<file path="config.mk">
export PLATFORM = sky130hd
export DESIGN_NAME = bytemem_top
export DESIGN_NICKNAME = d
export VERILOG_FILES = /design/src/rtl/bytemem_pkg.sv /design/src/rtl/bytemem_decode.sv /design/src/rtl/bytemem_steer.sv /design/src/rtl/bytemem_store.sv /design/src/rtl/bytemem_top.sv
export SDC_FILE = /design/constraint.sdc
export NUM_CORES = 2
export LEC_CHECK = 0
export ABC_AREA = 1
export BUFFER_PORTS_ARGS = -buffer_cell sky130_fd_sc_hd__buf_2
export CAP_MARGIN = 20
export CORE_MARGIN = 3
export CORE_UTILIZATION = 65
export CTS_BUF_LIST = sky130_fd_sc_hd__clkbuf_8
export DETAILED_ROUTE_END_ITERATION = 8
export PLACE_DENSITY = 0.81
export SKIP_LAST_GASP = 1
export SLEW_MARGIN = 20
export SYNTH_ARGS = -nofsm -noshare
export SYNTH_HDL_FRONTEND = slang
export SYNTH_SLANG_ARGS = --single-unit
export TNS_END_PERCENT = 50
</file>
<file path="constraint.sdc">
create_clock -name clk -period 5.4 [get_ports clk]
set_clock_uncertainty 0.2 [all_clocks]
set_input_delay 1.35 -clock clk [delete_from_list [all_inputs] [get_ports clk]]
set_output_delay 1.35 -clock clk [all_outputs]
set_load 0.02 [all_outputs]
</file>
<file path="src/rtl/bytemem_pkg.sv">
package bytemem_pkg;

   typedef enum logic [1:0] {
      OP_RD_WORD = 2'b00,
      OP_WR_BYTE = 2'b01,
      OP_WR_HALF = 2'b10,
      OP_WR_WORD = 2'b11
   } mem_op_e;

   localparam int unsigned WORD_W  = 32;
   localparam int unsigned LANE_W  = 8;
   localparam int unsigned N_LANES = WORD_W / LANE_W;

endpackage

</file>
<file path="src/rtl/bytemem_decode.sv">
module bytemem_decode
   import bytemem_pkg::*;
(
   input  logic                 en,
   input  logic [1:0]           op,
   input  logic [1:0]           low_addr,
   output logic [N_LANES-1:0]   lane_we,
   output logic                 rd_act,
   output logic                 bad_align
);

   logic aligned;
   logic [N_LANES-1:0] mask;

   always_comb begin
      aligned = 1'b1;
      mask    = '0;
      unique case (mem_op_e'(op))
         OP_RD_WORD: begin
            aligned = (low_addr == 2'b00);
         end
         OP_WR_BYTE: begin
            mask[low_addr] = 1'b1;
         end
         OP_WR_HALF: begin
            aligned = ~low_addr[0];
            mask    = low_addr[1] ? 4'b1100 : 4'b0011;
         end
         OP_WR_WORD: begin
            aligned = (low_addr == 2'b00);
            mask    = 4'b1111;
         end
         default: begin
            aligned = 1'b1;
            mask    = '0;
         end
      endcase
   end

   assign bad_align = en & ~aligned;
   assign lane_we   = (en & aligned) ? mask : '0;
   assign rd_act    = en & aligned & (op == OP_RD_WORD);

endmodule

</file>
<file path="src/rtl/bytemem_steer.sv">
module bytemem_steer
   import bytemem_pkg::*;
(
   input  logic [1:0]        op,
   input  logic [WORD_W-1:0] din,
   output logic [WORD_W-1:0] lanes
);

   always_comb begin
      unique case (mem_op_e'(op))
         OP_WR_BYTE: lanes = {N_LANES{din[LANE_W-1:0]}};
         OP_WR_HALF: lanes = {2{din[2*LANE_W-1:0]}};
         default:    lanes = din;
      endcase
   end

endmodule

</file>
<file path="src/rtl/bytemem_store.sv">
module bytemem_store
   import bytemem_pkg::*;
#(
   parameter int unsigned DEPTH = 64,
   localparam int unsigned IDX_W = $clog2(DEPTH)
) (
   input  logic               clk,
   input  logic               rst_n,
   input  logic [IDX_W-1:0]   idx,
   input  logic [N_LANES-1:0] lane_we,
   input  logic [WORD_W-1:0]  lanes,
   output logic [WORD_W-1:0]  word_q
);

   for (genvar g = 0; g < N_LANES; g++) begin : g_lane
      logic [LANE_W-1:0] cells [DEPTH];

      always_ff @(posedge clk or negedge rst_n) begin
         if (!rst_n) begin
            for (int i = 0; i < DEPTH; i++) cells[i] <= '0;
         end else if (lane_we[g]) begin
            cells[idx] <= lanes[g*LANE_W +: LANE_W];
         end
      end

      assign word_q[g*LANE_W +: LANE_W] = cells[idx];
   end

endmodule

</file>
<file path="src/rtl/bytemem_top.sv">
module bytemem_top
   import bytemem_pkg::*;
#(
   parameter int unsigned ADDR_W = 32,
   parameter int unsigned DEPTH  = 64
) (
   input  logic              clk,
   input  logic              rst_n,
   input  logic              mem_en,
   input  logic [1:0]        op,
   input  logic [ADDR_W-1:0] addr,
   input  logic [31:0]       wr_word,
   output logic [31:0]       rd_word,
   output logic              misalign
);

   localparam int unsigned IDX_W = $clog2(DEPTH);

   if (DEPTH < 2 || (1 << IDX_W) != DEPTH) begin : g_bad_depth
      $error("bytemem_top: DEPTH must be a power of two of at least 2");
   end
   if (ADDR_W < IDX_W + 2) begin : g_bad_addr
      $error("bytemem_top: ADDR_W too narrow for DEPTH");
   end
   if (WORD_W != 32) begin : g_bad_word
      $error("bytemem_top: word width must be 32");
   end

   logic [N_LANES-1:0] lane_we;
   logic               rd_act;
   logic [WORD_W-1:0]  lanes;
   logic [WORD_W-1:0]  word_q;
   logic [IDX_W-1:0]   idx;

   assign idx = addr[IDX_W+1:2];

   bytemem_decode u_dec (
      .en        (mem_en),
      .op        (op),
      .low_addr  (addr[1:0]),
      .lane_we   (lane_we),
      .rd_act    (rd_act),
      .bad_align (misalign)
   );

   bytemem_steer u_steer (
      .op    (op),
      .din   (wr_word),
      .lanes (lanes)
   );

   bytemem_store #(.DEPTH(DEPTH)) u_store (
      .clk     (clk),
      .rst_n   (rst_n),
      .idx     (idx),
      .lane_we (lane_we),
      .lanes   (lanes),
      .word_q  (word_q)
   );

   assign rd_word = rd_act ? word_q : '0;

endmodule

</file>
==> out/metrics.yaml <==
synth:
  async_reset_ff_share_pct: 100
  yosys_warnings: 0
  synth_top_area_share_pct: 52.6
  yosysMostFrequentCell: "nand2_1"
  ys_seq_area_share_pct: 52.6
  ys_ff_latch: 2048
  synth_ff_type: "dfrtp_1"
  syn_area_um2: 97400
  synth_cells: 13300
  synth_fp_nets: 13400
  synthTopCellsByCount: "nand2_1 (7899), dfrtp_1 (2048), o21ai_1 (1367), o21ai_0 (701), clkbuf_1 (656)"
  yosys.cell_types.count: 27
  synth_edf_count: 0
  synth.largest_area_cell: "dfrtp_1"
  synth.avg_cell_area_um2: 7.31
  synth_area_leaders: "dfrtp_1 (53%), nand2_1 (30%), o21ai_1 (7.0%)"
detailed_routing:
  ant_nets: 0
  dr.first_iter.drc_count: 11100
  first_pass_iters: 7
  avgRoutedWirePerCell_um: 19.5
  drc: 0
  drt_wl_total_um: 299000
  vias: 89300
  via_per_inst: 5.82
setup_path:
  arrival_ps: 3710
  cp_max_fo: 45
  required_ps: 3850
  start_kind: "input port"
  end_kind: "output pin"
  worstSetupPathType: "in -> out"
  rrSetupSlack_ps: 4450
power:
  p_leak_uw: 0.0549
  cellPowerDensity_nw_per_um2: 300
  total_power_uw: 32000
  ir_worst_vdd_v: 0.000290
clock_tree:
  cts_resized: 0
  root_buffer: "clkbuf_8"
  clk_path_buf_depth: 4
  clk_pin_slew_worst_paths_ps: 60
  numCtsBuffers: 346
  cts_setup_buffers: 0
  postCtsHoldBufs: 0
  cts_tree: "built"
  clock_latency_ps: 990
  htree_levels: 5
  clock_sinks: 2048
timing:
  setup_tns_ps: 0
  finalCritPeriodShare_pct: 97.4
  worst_slew_pin_slew_ps: 1210
  setup_viol: 0
  max_freq_mhz: 190
  timing.hold.ws_ps: 213
  relSlewSlack_pct: 19.0
  finalHoldViolCount: 0
  slew_violations: 0
  rsz0062_at_grt: "false"
  period_needed_ps: 5260
floorplan:
  fp.dieArea_um2: 155000
  rows: 141
  die_h_um: 393
  initial_core_util_pct: 65.6
  coreArea_um2: 148000
  io_pins: 102
  dieWidth_um: 393
finish:
  area_growth_pct: 9.18
  n_fill_cell: 11800
  largest_register: "u_store.g_lane.cells"
  multi_input_area_um2: 42600
  final_nets: 13200
  largest_reg_flops: 2048
  ff_latch_area_um2: 51200
  stdcell_area_um2: 106000
  final_layout_size_suffix_gt1_share_pct: 7.49
  reg_top3: "u_store.g_lane.cells: 2048 flops"
global_route:
  grt-ovfl-total: 0
  grt_use_total_pct: 39.0
  grt_pass1_wl_um: 469000
  grt_max_degree: 160
  antenna_found_initial: 25
  grt_pass1_vias: 83400
placed_design:
  place_congestion: 0.929
  hpwl_um: 181000
  placed_cell_area_um2: 99800
  io_buffers: 77
hold_path:
  hold_path_class: "in -> async"
run_status:
  status: "finished clean"
run:
  maxCapViolations: 0
-- metrics by stage --
stage / worst slack, ps / cells / util, %
global placement: 283 / 14700 / 67.2
global route: 34.7 / 15300 / 71.7
finish: 142 / 15300 / 71.7
detailed placement: 272 / 14700 / 67.2
floorplan: 892 / 13300 / -
CTS: 262 / 15300 / 71.6
-- critical path, cell delays in order --
cell and delay, ps:
buf_8 150, inv_8 200, buf_12 300, buf_4 320
nand2_1 80, nand2_1 70, nand2_1 50, nand2_1 120
nand2_1 60, nand2_1 90, nand2_1 130, nand2_1 100
nor2_1 50, a21oi_1 350, buf_2 250
-- per-layer routing --
layer  global-route usage (%)  vias up  part of all wire (%)
li1                         -    41300                     -
met1                     53.0    42100                    39
met2                     55.6     4950                    42
met3                     11.6      922                    12
met4                     23.0       30                   6.4
met5                    0.510        -                  0.10
-- cell type report --
class / instances / area share, %
multi-input combinational: 10300 / 40.1
inverter: 44 / 0.188
antenna: 18 / 0.0424
clock buffer: 428 / 5.54
clock inverter: 147 / 0.573
tap: 2002 / 2.36
sequential: 2048 / 48.2
timing repair buffer: 318 / 3.02
-- worst paths after layout --
| check | startpoint | endpoint | cells after the start |
|---|---|---|---|
| worst max-delay path | addr[2] | rd_word[20] | 15 |
| worst min-delay path | rst_n | u_store.g_lane[0].cells[236] | 1 |
| worst max register to register | u_store.g_lane[1].cells[122] | u_store.g_lane[1].cells[122] | 2 |
| worst min register to register | u_store.g_lane[0].cells[449] | u_store.g_lane[0].cells[449] | 2 |
| max in group asynchronous | rst_n | u_store.g_lane[3].cells[19] | 2 |
| min in group clk | u_store.g_lane[0].cells[449] | u_store.g_lane[0].cells[449] | 2 |
-- placed cells by master, fill, tap and decap left out, drive strengths merged, types with 4 or more instances in the layout --
cell type  instances
a31oi              4
dfrtp           2048
clkinv            12
ha                 6
diode             18
nor2             146
inv              175
o211ai             7
o21ai           2068
nand3             18
clkbuf           428
a21oi             64
nor3               8
buf              318
nand2           8005
-- logic make-up after synthesis --
family	count (synthesis)	synth area share [%]
DFF	2048	52.6
adders and majority gates	6	0.0771
buffers and inverters	943	3.91
and+or+nand+nor	8182	32.4
AOI/OAI and AO/OA	2143	11.0
-- where the power goes --
part	total [uW]	internal [uW]	switching, uW
Sequential	16000	15800	223
Combinational	2730	611	2120
Clock	13200	7110	6130
Total	32000	23500	8470
Power figures use the tool's default switching activity.
